`src/rtl/iic_pkg.sv`:
```
package iic_pkg;

    localparam int INSN_W = 16;
    localparam int CODE_W = 12;
    localparam logic [CODE_W-1:0] CODE_GENERAL = 12'h180;
    localparam logic [CODE_W-1:0] CODE_SLOT    = 12'h1A0;

    typedef struct packed {
        logic undef;     // no defined meaning
        logic priv;      // needs privileged mode
        logic pc_write;  // changes the program counter
        logic delayed;   // next instruction is a delay slot
    } insn_class_t;

    function automatic insn_class_t classify(
        input logic [INSN_W-1:0] w,
        input logic [INSN_W-1:0] lo,
        input logic [INSN_W-1:0] hi
    );
        insn_class_t c;
        c = '0;
        if (w >= lo && w <= hi) begin
            c.undef = 1'b1;
        end else begin
            unique case (w[15:12])
                4'h0: begin
                    c.delayed  = (w[11:0] == 12'h008) || (w[11:0] == 12'h009);
                    c.pc_write = c.delayed;
                    c.priv     = (w[11:0] >= 12'h009) && (w[11:0] <= 12'h00B);
                end
                4'h1: begin
                    c.priv     = (w[7:4] != 4'h0);
                    c.pc_write = w[8] && (w[7:4] == 4'h1);
                end
                4'h2, 4'h3: begin
                    c.delayed  = 1'b1;
                    c.pc_write = 1'b1;
                end
                4'h4: begin
                    c.undef    = (w[3:0] > 4'h3);
                    c.delayed  = !c.undef;
                    c.pc_write = !c.undef;
                end
                4'h5: begin
                    c.pc_write = 1'b1;
                    c.delayed  = w[9];
                end
                4'h6:    c.pc_write = 1'b1;
                default: c = '0;
            endcase
        end
        return c;
    endfunction

endpackage

```
`src/rtl/iic_decode.sv`:
```
module iic_decode
    import iic_pkg::*;
#(
    parameter logic [INSN_W-1:0] UNDEF_LO = 16'hF000,
    parameter logic [INSN_W-1:0] UNDEF_HI = 16'hFFFF
) (
    input  logic [INSN_W-1:0] insn,
    output insn_class_t       cls
);
    always_comb cls = classify(insn, UNDEF_LO, UNDEF_HI);

    // a word cannot be both undefined and open a slot
    always_comb begin
        assert (!(cls.undef && cls.delayed)) else $error("undefined word marked delayed (R2)");
    end
endmodule

```
`src/rtl/iic_slot_track.sv`:
```
module iic_slot_track #(
    parameter int PC_W = 32
) (
    input  logic            clk,
    input  logic            rst,
    input  logic            accept,    // strobe without flush
    input  logic            flush,
    input  logic            delayed,
    input  logic            exc_now,
    input  logic [PC_W-1:0] pc_in,
    output logic            slot_active,
    output logic [PC_W-1:0] slot_pc
);
    always_ff @(posedge clk) begin
        if (rst || flush) begin
            slot_active <= 1'b0;
            slot_pc     <= '0;
        end else if (accept) begin
            slot_active <= delayed && !exc_now;
            slot_pc     <= pc_in;
        end
    end

    p_flush_clears_r8: assert property (@(posedge clk) disable iff (rst)
        flush |=> !slot_active);
    p_exc_clears_r9: assert property (@(posedge clk) disable iff (rst)
        (accept && exc_now) |=> !slot_active);
    p_idle_holds_r6: assert property (@(posedge clk) disable iff (rst)
        (!accept && !flush) |=> $stable(slot_active));
endmodule

```
`src/rtl/illegal_insn_classifier.sv`:
```
module illegal_insn_classifier
    import iic_pkg::*;
#(
    parameter int                PC_W     = 32,
    parameter logic [INSN_W-1:0] UNDEF_LO = 16'hF000,
    parameter logic [INSN_W-1:0] UNDEF_HI = 16'hFFFF
) (
    input  logic              clk,
    input  logic              rst,
    input  logic              dec_valid,
    input  logic [INSN_W-1:0] dec_insn,
    input  logic [PC_W-1:0]   dec_pc,
    input  logic              user_mode,
    input  logic              flush,
    output logic              exc_req,
    output logic [CODE_W-1:0] exc_code,
    output logic [PC_W-1:0]   exc_addr
);
    insn_class_t     cls;
    logic            accept;
    logic            slot_active;
    logic [PC_W-1:0] slot_pc;
    logic            base_bad;
    logic            exc_now;

    iic_decode #(.UNDEF_LO(UNDEF_LO), .UNDEF_HI(UNDEF_HI)) u_dec (
        .insn (dec_insn),
        .cls  (cls)
    );

    assign accept   = dec_valid && !flush;
    assign base_bad = cls.undef || (cls.priv && user_mode);
    assign exc_now  = accept && (base_bad || (slot_active && cls.pc_write));

    iic_slot_track #(.PC_W(PC_W)) u_slot (
        .clk         (clk),
        .rst         (rst),
        .accept      (accept),
        .flush       (flush),
        .delayed     (cls.delayed),
        .exc_now     (exc_now),
        .pc_in       (dec_pc),
        .slot_active (slot_active),
        .slot_pc     (slot_pc)
    );

    always_ff @(posedge clk) begin
        if (rst || !exc_now) begin
            exc_req  <= 1'b0;
            exc_code <= '0;
            exc_addr <= '0;
        end else begin
            exc_req  <= 1'b1;
            exc_code <= slot_active ? CODE_SLOT : CODE_GENERAL;
            exc_addr <= slot_active ? slot_pc : dec_pc;
        end
    end

    p_req_after_strobe_r2: assert property (@(posedge clk) disable iff (rst)
        exc_req |-> ($past(dec_valid) && !$past(flush)));
    p_slot_code_r4: assert property (@(posedge clk) disable iff (rst)
        (exc_req && $past(slot_active)) |-> (exc_code == CODE_SLOT));
    p_general_code_r3: assert property (@(posedge clk) disable iff (rst)
        (exc_req && !$past(slot_active)) |-> (exc_code == CODE_GENERAL && exc_addr == $past(dec_pc)));
    p_slot_addr_r7: assert property (@(posedge clk) disable iff (rst)
        (exc_req && $past(slot_active)) |-> (exc_addr == $past(slot_pc)));
    p_idle_zero_r10: assert property (@(posedge clk) disable iff (rst)
        !exc_req |-> (exc_code == '0 && exc_addr == '0));
    p_flush_squash_r8: assert property (@(posedge clk) disable iff (rst)
        flush |=> !exc_req);
endmodule

```
`config.mk`:
```
export PLATFORM = sky130hd
export DESIGN_NAME = illegal_insn_classifier
export DESIGN_NICKNAME = d
export VERILOG_FILES = /design/src/rtl/iic_pkg.sv /design/src/rtl/iic_decode.sv /design/src/rtl/iic_slot_track.sv /design/src/rtl/illegal_insn_classifier.sv
export SDC_FILE = /design/constraint.sdc
export NUM_CORES = 1
export LEC_CHECK = 0
export CAP_MARGIN = 0
export CORE_AREA = 4 4 78 94
export DETAILED_ROUTE_END_ITERATION = 6
export DIE_AREA = 0 0 82 98
export PLACE_DENSITY = 0.73
export SLEW_MARGIN = 30
export SYNTH_ARGS = -nofsm -noshare
export SYNTH_HDL_FRONTEND = slang
export SYNTH_SLANG_ARGS = --single-unit
```
`constraint.sdc`:
```
create_clock -name clk -period 2.73 [get_ports clk]
set_input_delay 0.546 -clock clk [delete_from_list [all_inputs] [get_ports clk]]
set_output_delay 0.546 -clock clk [all_outputs]
set_load 0.01 [all_outputs]
```
==> metrics.sh, run 1 <==
MAXCLOCKFREQUENCY_MHz=445
PATH_DEPTH=7
SYNTH_ENABLE_FLOP_CELLS=0
P_LEAK_nW=1.42
MIN_PATH_CELLS=2
FINAL_CELL_AREA_UM2=3810
RSZ_0062_RAISED_AFTER_GLOBAL_ROUTING='no'
GRT_FIRST_PASS_WIRELENGTH_MM=9.82
SYNTHADDERAREAFRAC=0
CTS_RESIZED=0
POST_SYNTH_NUM_CELL_TYPES=35
IO_BUFFERS=88
DR_DRC_COUNT=0
YOSYSTOPAREACELL='sky130_fd_sc_hd__dfxtp_1'
SYNTH.MUX.AREA_FRACTION=0.233
CTS_HOLD_BUF=0
ANTENNA_CELLS_INSERTED=0
LAYOUT-DRIVE-GT1-SHARE=0.128
FLOORPLAN.INITIALDENSITY=0.430
CTSLONGESTPATHBUFFERS=2
COREAREA_UM2=6410
TOP_LEVEL_PORTS=98
FINAL.MIN_CLOCK_PERIOD_NS=2.25
CRIT_PATH_MAX_FANOUT=10
FINAL_CORE_UTIL=0.595
TIMING.REG2REG.WORST_PATH_DEPTH=5
SLOWEST_DELAY_NS=0.56
HOLDCRITPATHCLASS='flip-flop to flip-flop'
FINALNETCOUNT=401
VDD.IR_DROP.WORST_mV=0.245
SEQ_AREA_FRAC_SYNTH=0.494
PATH_CLASS='input pin to flip-flop'
MOST_USED_STANDARD_CELL_BY_INSTANCE_COUNT_AFTER_SYNTHESIS='sky130_fd_sc_hd__dfxtp_1'
ROOT_BUFFER='sky130_fd_sc_hd__clkbuf_8'
YS_DOMINANT_REG_CELL='sky130_fd_sc_hd__dfxtp_1'
GRT_PASS1_VIAS=2110
SYNTHSIMPLEGATEAREAFRAC=0.155
FINCLKSKEW_NS=0.00843
POWER.DENSITY_nW_PER_UM2=515
CLOCK_TREE_FROM_TRITONCTS='yes'
PATH_CLK_SLEW_NS=0.06
ROUTE.DETAILED.WL_PER_INST_UM=13.7
MIN_PERIOD_OVER_PERIOD=0.823
SETUP_VIOL=0
CLOCK_LATENCY_NS=0.32
DPL_CELL_AREA_UM2=3640
SYNTH-COMPOUND-AREA-SHARE=0.0486
GRT_ANTENNA_BEFORE_REPAIR=0
TYPE_OF_ELEMENT_LAUNCHING_THE_CRITICAL_PATH='input pin'
POST_ROUTE_ANT_NETS=0
GRT.OVERFLOW.TOTAL=0
YOSYSTOPAREACELLSHARE=0.494
CLOCK_SINK_COUNT=68
CTS-BUFFERS-INSERTED=9
TOTALNEGATIVESETUPSLACK_NS=0
MAX-CAP-VIOLATIONS=0
DRT_FIRST_PASS_ITERS=4
DR.FIRST_ITER.DRC_COUNT=61
FINALHOLDVIOLCOUNT=0
SYNTH_TOP_CELLS_BY_AREA='sky130_fd_sc_hd__dfxtp_1, sky130_fd_sc_hd__mux2i_1, sky130_fd_sc_hd__nor2_1, sky130_fd_sc_hd__nor2_2, sky130_fd_sc_hd__buf_4'
MAXSLEWHEADROOM=0.568
CRITPATHARRIVALTIME_NS=2.46
SETUP.WORST_PATH.END_CLASS='flip-flop'
STATUS='completed'
DETAIL_ROUTE.VIAS_PER_CELL=4.74
SYNTHTOPCELLSBYCOUNT='sky130_fd_sc_hd__dfxtp_1, sky130_fd_sc_hd__mux2i_1, sky130_fd_sc_hd__nor2_1, sky130_fd_sc_hd__nor2_2, sky130_fd_sc_hd__buf_4'
CTS.HTREE.LEVELS=3
WORSTMARGINPINSLEW_NS=0.648
MAPPEDNETLISTAREA_UM2=2750
SYN_AREA_PER_CELL_UM2=10.5
WORSTPATHREQUIRED_NS=2.95
GRT_MAX_DEGREE=35
TOTALWIRELENGTH_MM=6.00
ASYNC_RESET_FF_FRAC=0
POSTSYNTHREGISTERBITS=68
CPLARGESTDELAYFAMILY='buffers and inverters'
CRITPATHSLOWESTCELL='sky130_fd_sc_hd__or4_4'
TIMING.CRITICAL_PATH.BUF_INV=2
P_TOTAL_mW=1.96
DETAILROUTE.VIA_COUNT=2070
HALF_PERIMETER_WIRE_LENGTH_AFTER_PLACEMENT_MM=4.30
MAIN_COMBINATIONAL_CELL_FAMILY_BY_AREA_AFTER_SYNTHESIS='multiplexers'
PLACE_CONGESTION=0.888
YOSYS_WARNINGS=0
DIE_HEIGHT_UM=98
SYNTH_XOR_AREA_FRAC=0
HOLD_SLACK_NS=0.493
AREA_ADDED_BETWEEN_SYNTHESIS_AND_FINISH_PCT=38.4
PATH_CELLS='clkdlybuf4s50_1 > or4_4 > a31oi_4 > o22ai_2 > o311ai_4 > buf_4 > nor2_1'
GRT_USAGE=0.157
SYNTHESIS.INSTANCES=262
FP.DIEAREA_UM2=8040
FP.DIEW_UM=82
POST-CTS-SETUP-BUFFERS=0
FINAL-MAX-SLEW-VIOLATION-COUNT=0
ROWS=32
registers in the layout, indices dropped and copies added, names as in the netlist:
signal,cells
u_slot.slot_active,1
exc_addr,32
u_slot.slot_pc,32
exc_code,2
exc_req,1
stage by stage:
stage                     setup WS, ns  std cells
after floorplan                  0.612        270
after global placement           0.177        422
after detailed placement         0.120        422
after CTS                        0.488        437
after global routing             0.342        437
final                            0.482        437
worst register-to-register path: stages (launching register included):
cell and delay [ns]:
sky130_fd_sc_hd__dfxtp_2 0.32, sky130_fd_sc_hd__inv_1 0.08, sky130_fd_sc_hd__a211oi_1 0.39, sky130_fd_sc_hd__o311ai_4 0.17, sky130_fd_sc_hd__buf_4 0.24, sky130_fd_sc_hd__nor2_1 0.11
path summary, 6_finish.rpt:
kind | slack (ns) | startpoint | end
worst max register to register | 1.36 | u_slot.slot_active$_SDFFE_PP0P_ | exc_addr[8]$_SDFF_PP0_
worst min-delay path | 0.49 | u_slot.slot_pc[18]$_SDFFE_PP0P_ | u_slot.slot_pc[18]$_SDFFE_PP0P_
worst min register to register | 0.49 | u_slot.slot_pc[18]$_SDFFE_PP0P_ | u_slot.slot_pc[18]$_SDFFE_PP0P_
worst max-delay path | 0.48 | dec_insn[7] | exc_addr[8]$_SDFF_PP0_
logic make-up after synthesis:
family,count (synthesis)
compound gates,14
buf+inv,29
flops,68
mux,64
other cells,1
simple gates,86
cell usage in the layout (no fill, tap or decap), drive strengths merged:
cell type,count
o21ai,2
or2,2
or4,1
a21oi,4
mux2i,64
buf,6
nor2,67
o311a,1
nor4b,2
clkbuf,14
clkdlybuf4s50,87
o22ai,1
clkinvlp,1
nand4,2
nand3,1
nand4b,1
nand2b,1
a31oi,1
a211o,1
dfxtp,68
o2111ai,1
inv,3
a211oi,1
nor2b,2
o22a,1
nor4,2
conb,9
and3,1
o311ai,1
nor3,2
nor3b,2
layer usage:
metal	GRT usage	wire, µm
met5	0	0
met4	0.0652	85
met3	0.0452	409
met2	0.261	3030
met1	0.186	2470
cell type report:
class,instances,area (µm²)
clock buffers,14,163
clock inverters,1,7.51
repair buffers,93,926
flip-flops and latches,68,1360
multi-input cells,173,1230
well taps,85,106
inverters,3,11.3
fillers,563,2590
power breakdown:
group | switching [mW] | internal, mW
combinational | 0.0997 | 0.130
sequential | 0.00961 | 1.01
clock | 0.334 | 0.376
total | 0.444 | 1.52
Power figures use the tool's default switching activity.
==> run 2: changes to the inputs <==
==> constraint.sdc (replaced) <==
create_clock -name clk -period 2.1 [get_ports clk]
set_input_delay 0.42 -clock clk [delete_from_list [all_inputs] [get_ports clk]]
set_output_delay 0.42 -clock clk [all_outputs]
set_load 0.01 [all_outputs]
==> run 2 against run 1 <==
Net effect: sequential share of layout area fell by 2.4 points; first-iteration DRC count is 13% lower; utilization up 4.4 points; non-clock buffer count is 21 higher; power is 31% higher; largest power group unchanged; highest routed layer unchanged; combinational power increased by 44%; global-route usage is 0.38 points lower; largest cell class unchanged; clock-buffer cell count decreased by 1; sequential cell count unchanged; clock skew decreased by 0.0015 ns.
==> metrics.sh, run 2 (synthesis results as in run 1) <==
ROWS=32  # unchanged
CLOCK_LATENCY_NS=0.33  # about the same
CPLARGESTDELAYFAMILY='compound AO/OA/AOI/OAI gates'
PATH_CELLS='dlygate4sd2_1 > or2_2 > o311a_1 > o22ai_2 > o311ai_4 > buf_6 > buf_4 > buf_12 > nor2_1'
LAYOUT-DRIVE-GT1-SHARE=0.198  # +0.0706
PATH_CLASS='input pin to flip-flop'
MAXCLOCKFREQUENCY_MHz=490
PLACE_CONGESTION=0.845  # -4.9%
FINCLKSKEW_NS=0.00689  # -0.00154 ns
GRT_USAGE=0.153  # -0.00377
DPL_CELL_AREA_UM2=3740  # +2.8%
FILLER_CELL_COUNT=520  # -7.6%
GRT_ANTENNA_BEFORE_REPAIR=0  # unchanged
SETUP.WORST_PATH.END_CLASS='flip-flop'
FLOORPLAN.INITIALDENSITY=0.430  # unchanged
FP.DIEW_UM=82  # unchanged
CLOCKPOWERSHARE=0.356  # -0.006
DIE_HEIGHT_UM=98  # unchanged
PRE_CTS_SLACK_NS=-0.365  # -0.485 ns
SLOWEST_DELAY_NS=0.40  # -0.16 ns
FINAL_INSTANCE_COUNT_WITHOUT_FILLER_CELLS=458  # +4.8%
MOST_FREQUENT_CELLS_IN_THE_LAYOUT='sky130_fd_sc_hd__clkdlybuf4s50_1, sky130_fd_sc_hd__dfxtp_1, sky130_fd_sc_hd__mux2i_1'
DETAILROUTE.VIA_COUNT=2201  # +6.3%
HALF_PERIMETER_WIRE_LENGTH_AFTER_PLACEMENT_MM=4.29  # -0.32%
PATH_CLK_SLEW_NS=0.07  # about the same
DP.CELLS=434  # +2.8%
CRITPATHARRIVALTIME_NS=2.30  # -0.16 ns
GRT_PASS1_VIAS=2102  # -0.38%
ROOT_BUFFER='sky130_fd_sc_hd__clkbuf_8'
FINAL_CORE_UTIL=0.638  # +0.0436
P_LEAK_nW=1.59  # +12%
ANTENNA_CELLS_INSERTED=0  # unchanged
REG.LARGEST.LIST='exc_addr: 32 flops, u_slot.slot_pc: 32 flops, exc_code: 2 flops'
FINAL_CRITICAL_PATH_SETUP_SLACK_NS=0.0582  # -0.424 ns
AREA_ADDED_BETWEEN_SYNTHESIS_AND_FINISH_PCT=48.5
STATUS='completed'
POWER.DENSITY_nW_PER_UM2=630  # +22%
SETUP_VIOL=0  # unchanged
FP.DIEAREA_UM2=8040  # unchanged
TOP_LEVEL_PORTS=98  # unchanged
TYPE_OF_ELEMENT_LAUNCHING_THE_CRITICAL_PATH='input pin'
MIN_PERIOD_OVER_PERIOD=0.972
SEQ_POWER_SHARE=0.516  # -0.006
RSZ_0062_RAISED_AFTER_GLOBAL_ROUTING='yes'
FINALHOLDVIOLCOUNT=0  # unchanged
GRT_FIRST_PASS_WIRELENGTH_MM=9.58  # -2.4%
FINALNETCOUNT=422  # +5.2%
CTSLONGESTPATHBUFFERS=2  # unchanged
FINAL_CELL_AREA_UM2=4090  # +7.3%
TOTALWIRELENGTH_MM=6.32  # +5.3%
WORSTMARGINPINSLEW_NS=0.684  # +0.0357 ns
COMB_POWER_SHARE=0.128  # +0.011
DR_DRC_COUNT=0  # unchanged
FINAL.MIN_CLOCK_PERIOD_NS=2.04
HOLDCRITPATHCLASS='flip-flop to flip-flop'
ROUTE.DETAILED.WL_PER_INST_UM=13.8  # +0.49%
FINAL-MAX-SLEW-VIOLATION-COUNT=0  # unchanged
FF2FF_SETUP_SLACK_NS=0.62  # -0.74 ns
MAXSLEWHEADROOM=0.544  # -0.0238
TOTALNEGATIVESETUPSLACK_NS=0  # unchanged
MAX-CAP-VIOLATIONS=0  # unchanged
POST_ROUTE_ANT_NETS=0  # unchanged
WORSTPATHREQUIRED_NS=2.36  # -0.59 ns
LAYOUT_COMMONEST_CELL='sky130_fd_sc_hd__clkdlybuf4s50_1'
CTS-BUFFERS-INSERTED=9  # unchanged
CRIT_PATH_MAX_FANOUT=7  # -3
MULTI_INPUT_GATE_AREA_IN_THE_FINAL_LAYOUT_UM2=1280  # +3.6%
GRT.OVERFLOW.TOTAL=0  # unchanged
POWER_REPORT.INTERNAL_TOTAL_mW=1.99  # +31%
COREAREA_UM2=6410  # unchanged
TIMING.CRITICAL_PATH.BUF_INV=4  # +2
AREA.SEQUENTIAL_UM2=1360  # unchanged
SWITCHING_SHARE=0.227  # +0.00145
DETAIL_ROUTE.VIAS_PER_CELL=4.81  # +1.5%
DRT_FIRST_PASS_ITERS=4  # unchanged
CLOCK_SINK_COUNT=68  # unchanged
CTS.HTREE.LEVELS=3  # unchanged
GRT_MAX_DEGREE=35  # unchanged
CRITPATHSLOWESTCELL='sky130_fd_sc_hd__o311a_1'
NET-SWITCHING-POWER_mW=0.586  # +32%
IO_BUFFERS=88  # unchanged
DR.FIRST_ITER.DRC_COUNT=53  # -13%
VDD.IR_DROP.WORST_mV=0.303  # +24%
CLOCK_TREE_FROM_TRITONCTS='yes'
## run 2: layout make-up
cell class	instances	share of cell area
timing repair buffer	114	0.284
clock buffer	13	0.0388
inverter	3	0.00275
clock inverter	2	0.00245
sequential	68	0.333
multi-input combinational	173	0.313
tap	85	0.0260
## run 2: power by group through the flow
stage | logic (mW) | registers (mW) | clock network, mW
after floorplan | 0.156 | 1.36 | 0
after global placement | 0.309 | 1.36 | 0
after detailed placement | 0.313 | 1.36 | 0
after CTS | 0.327 | 1.33 | 0.942
after global routing | 0.355 | 1.33 | 0.993
final | 0.330 | 1.33 | 0.917
## run 2: worst register-to-register path, cell delays in order (launching register included)
cell,delay (ns)
sky130_fd_sc_hd__dfxtp_2,0.32
sky130_fd_sc_hd__inv_1,0.14
sky130_fd_sc_hd__a211oi_2,0.07
sky130_fd_sc_hd__buf_4,0.15
sky130_fd_sc_hd__o311ai_4,0.24
sky130_fd_sc_hd__buf_6,0.16
sky130_fd_sc_hd__buf_4,0.11
sky130_fd_sc_hd__buf_8,0.13
sky130_fd_sc_hd__nor2_2,0.05
## run 2: timing repair
item,CTS,global route
gates resized for setup,17,5
hold buffers,0,0
setup endpoints to repair,16,33
cloned,2,0
setup buffers,5,2
pin swaps,5,2
hold endpoints to repair,0,0
## run 2: stage by stage
| step | hold WS [ns] | total power, mW |
|---|---|---|
| after global placement | 0.470 | 1.67 |
| after detailed placement | 0.484 | 1.67 |
| after CTS | 0.501 | 2.60 |
| final | 0.495 | 2.58 |
| after floorplan | 0.460 | 1.52 |
| after global routing | 0.523 | 2.68 |
## run 2: path summary, 6_finish.rpt
check                                        from                         endpoint  depth (start not counted)
setup / recovery                     dec_insn[13]          exc_addr[24]$_SDFF_PP0_                          9
hold / removal    u_slot.slot_pc[27]$_SDFFE_PP0P_  u_slot.slot_pc[27]$_SDFFE_PP0P_                          2
setup reg to reg  u_slot.slot_active$_SDFFE_PP0P_          exc_addr[11]$_SDFF_PP0_                          8
hold reg to reg   u_slot.slot_pc[27]$_SDFFE_PP0P_  u_slot.slot_pc[27]$_SDFFE_PP0P_                          2
## run 2: layer usage
layer,vias to the layer above,track usage,wire length [µm]
met5,-,0,0
met4,0,0.0537,83
met3,9,0.0452,400
met2,65,0.267,3320
met1,1040,0.174,2520
li1,1087,-,-
==> run 3: changes to the inputs <==
--- a/config.mk
+++ b/config.mk
@@ -14,3 +14,4 @@
 export SYNTH_ARGS = -nofsm -noshare
 export SYNTH_HDL_FRONTEND = slang
 export SYNTH_SLANG_ARGS = --single-unit
+export TNS_END_PERCENT = 20
==> results of run 3 <==
The final DEF is identical to that of run 2; final timing and power are the same.
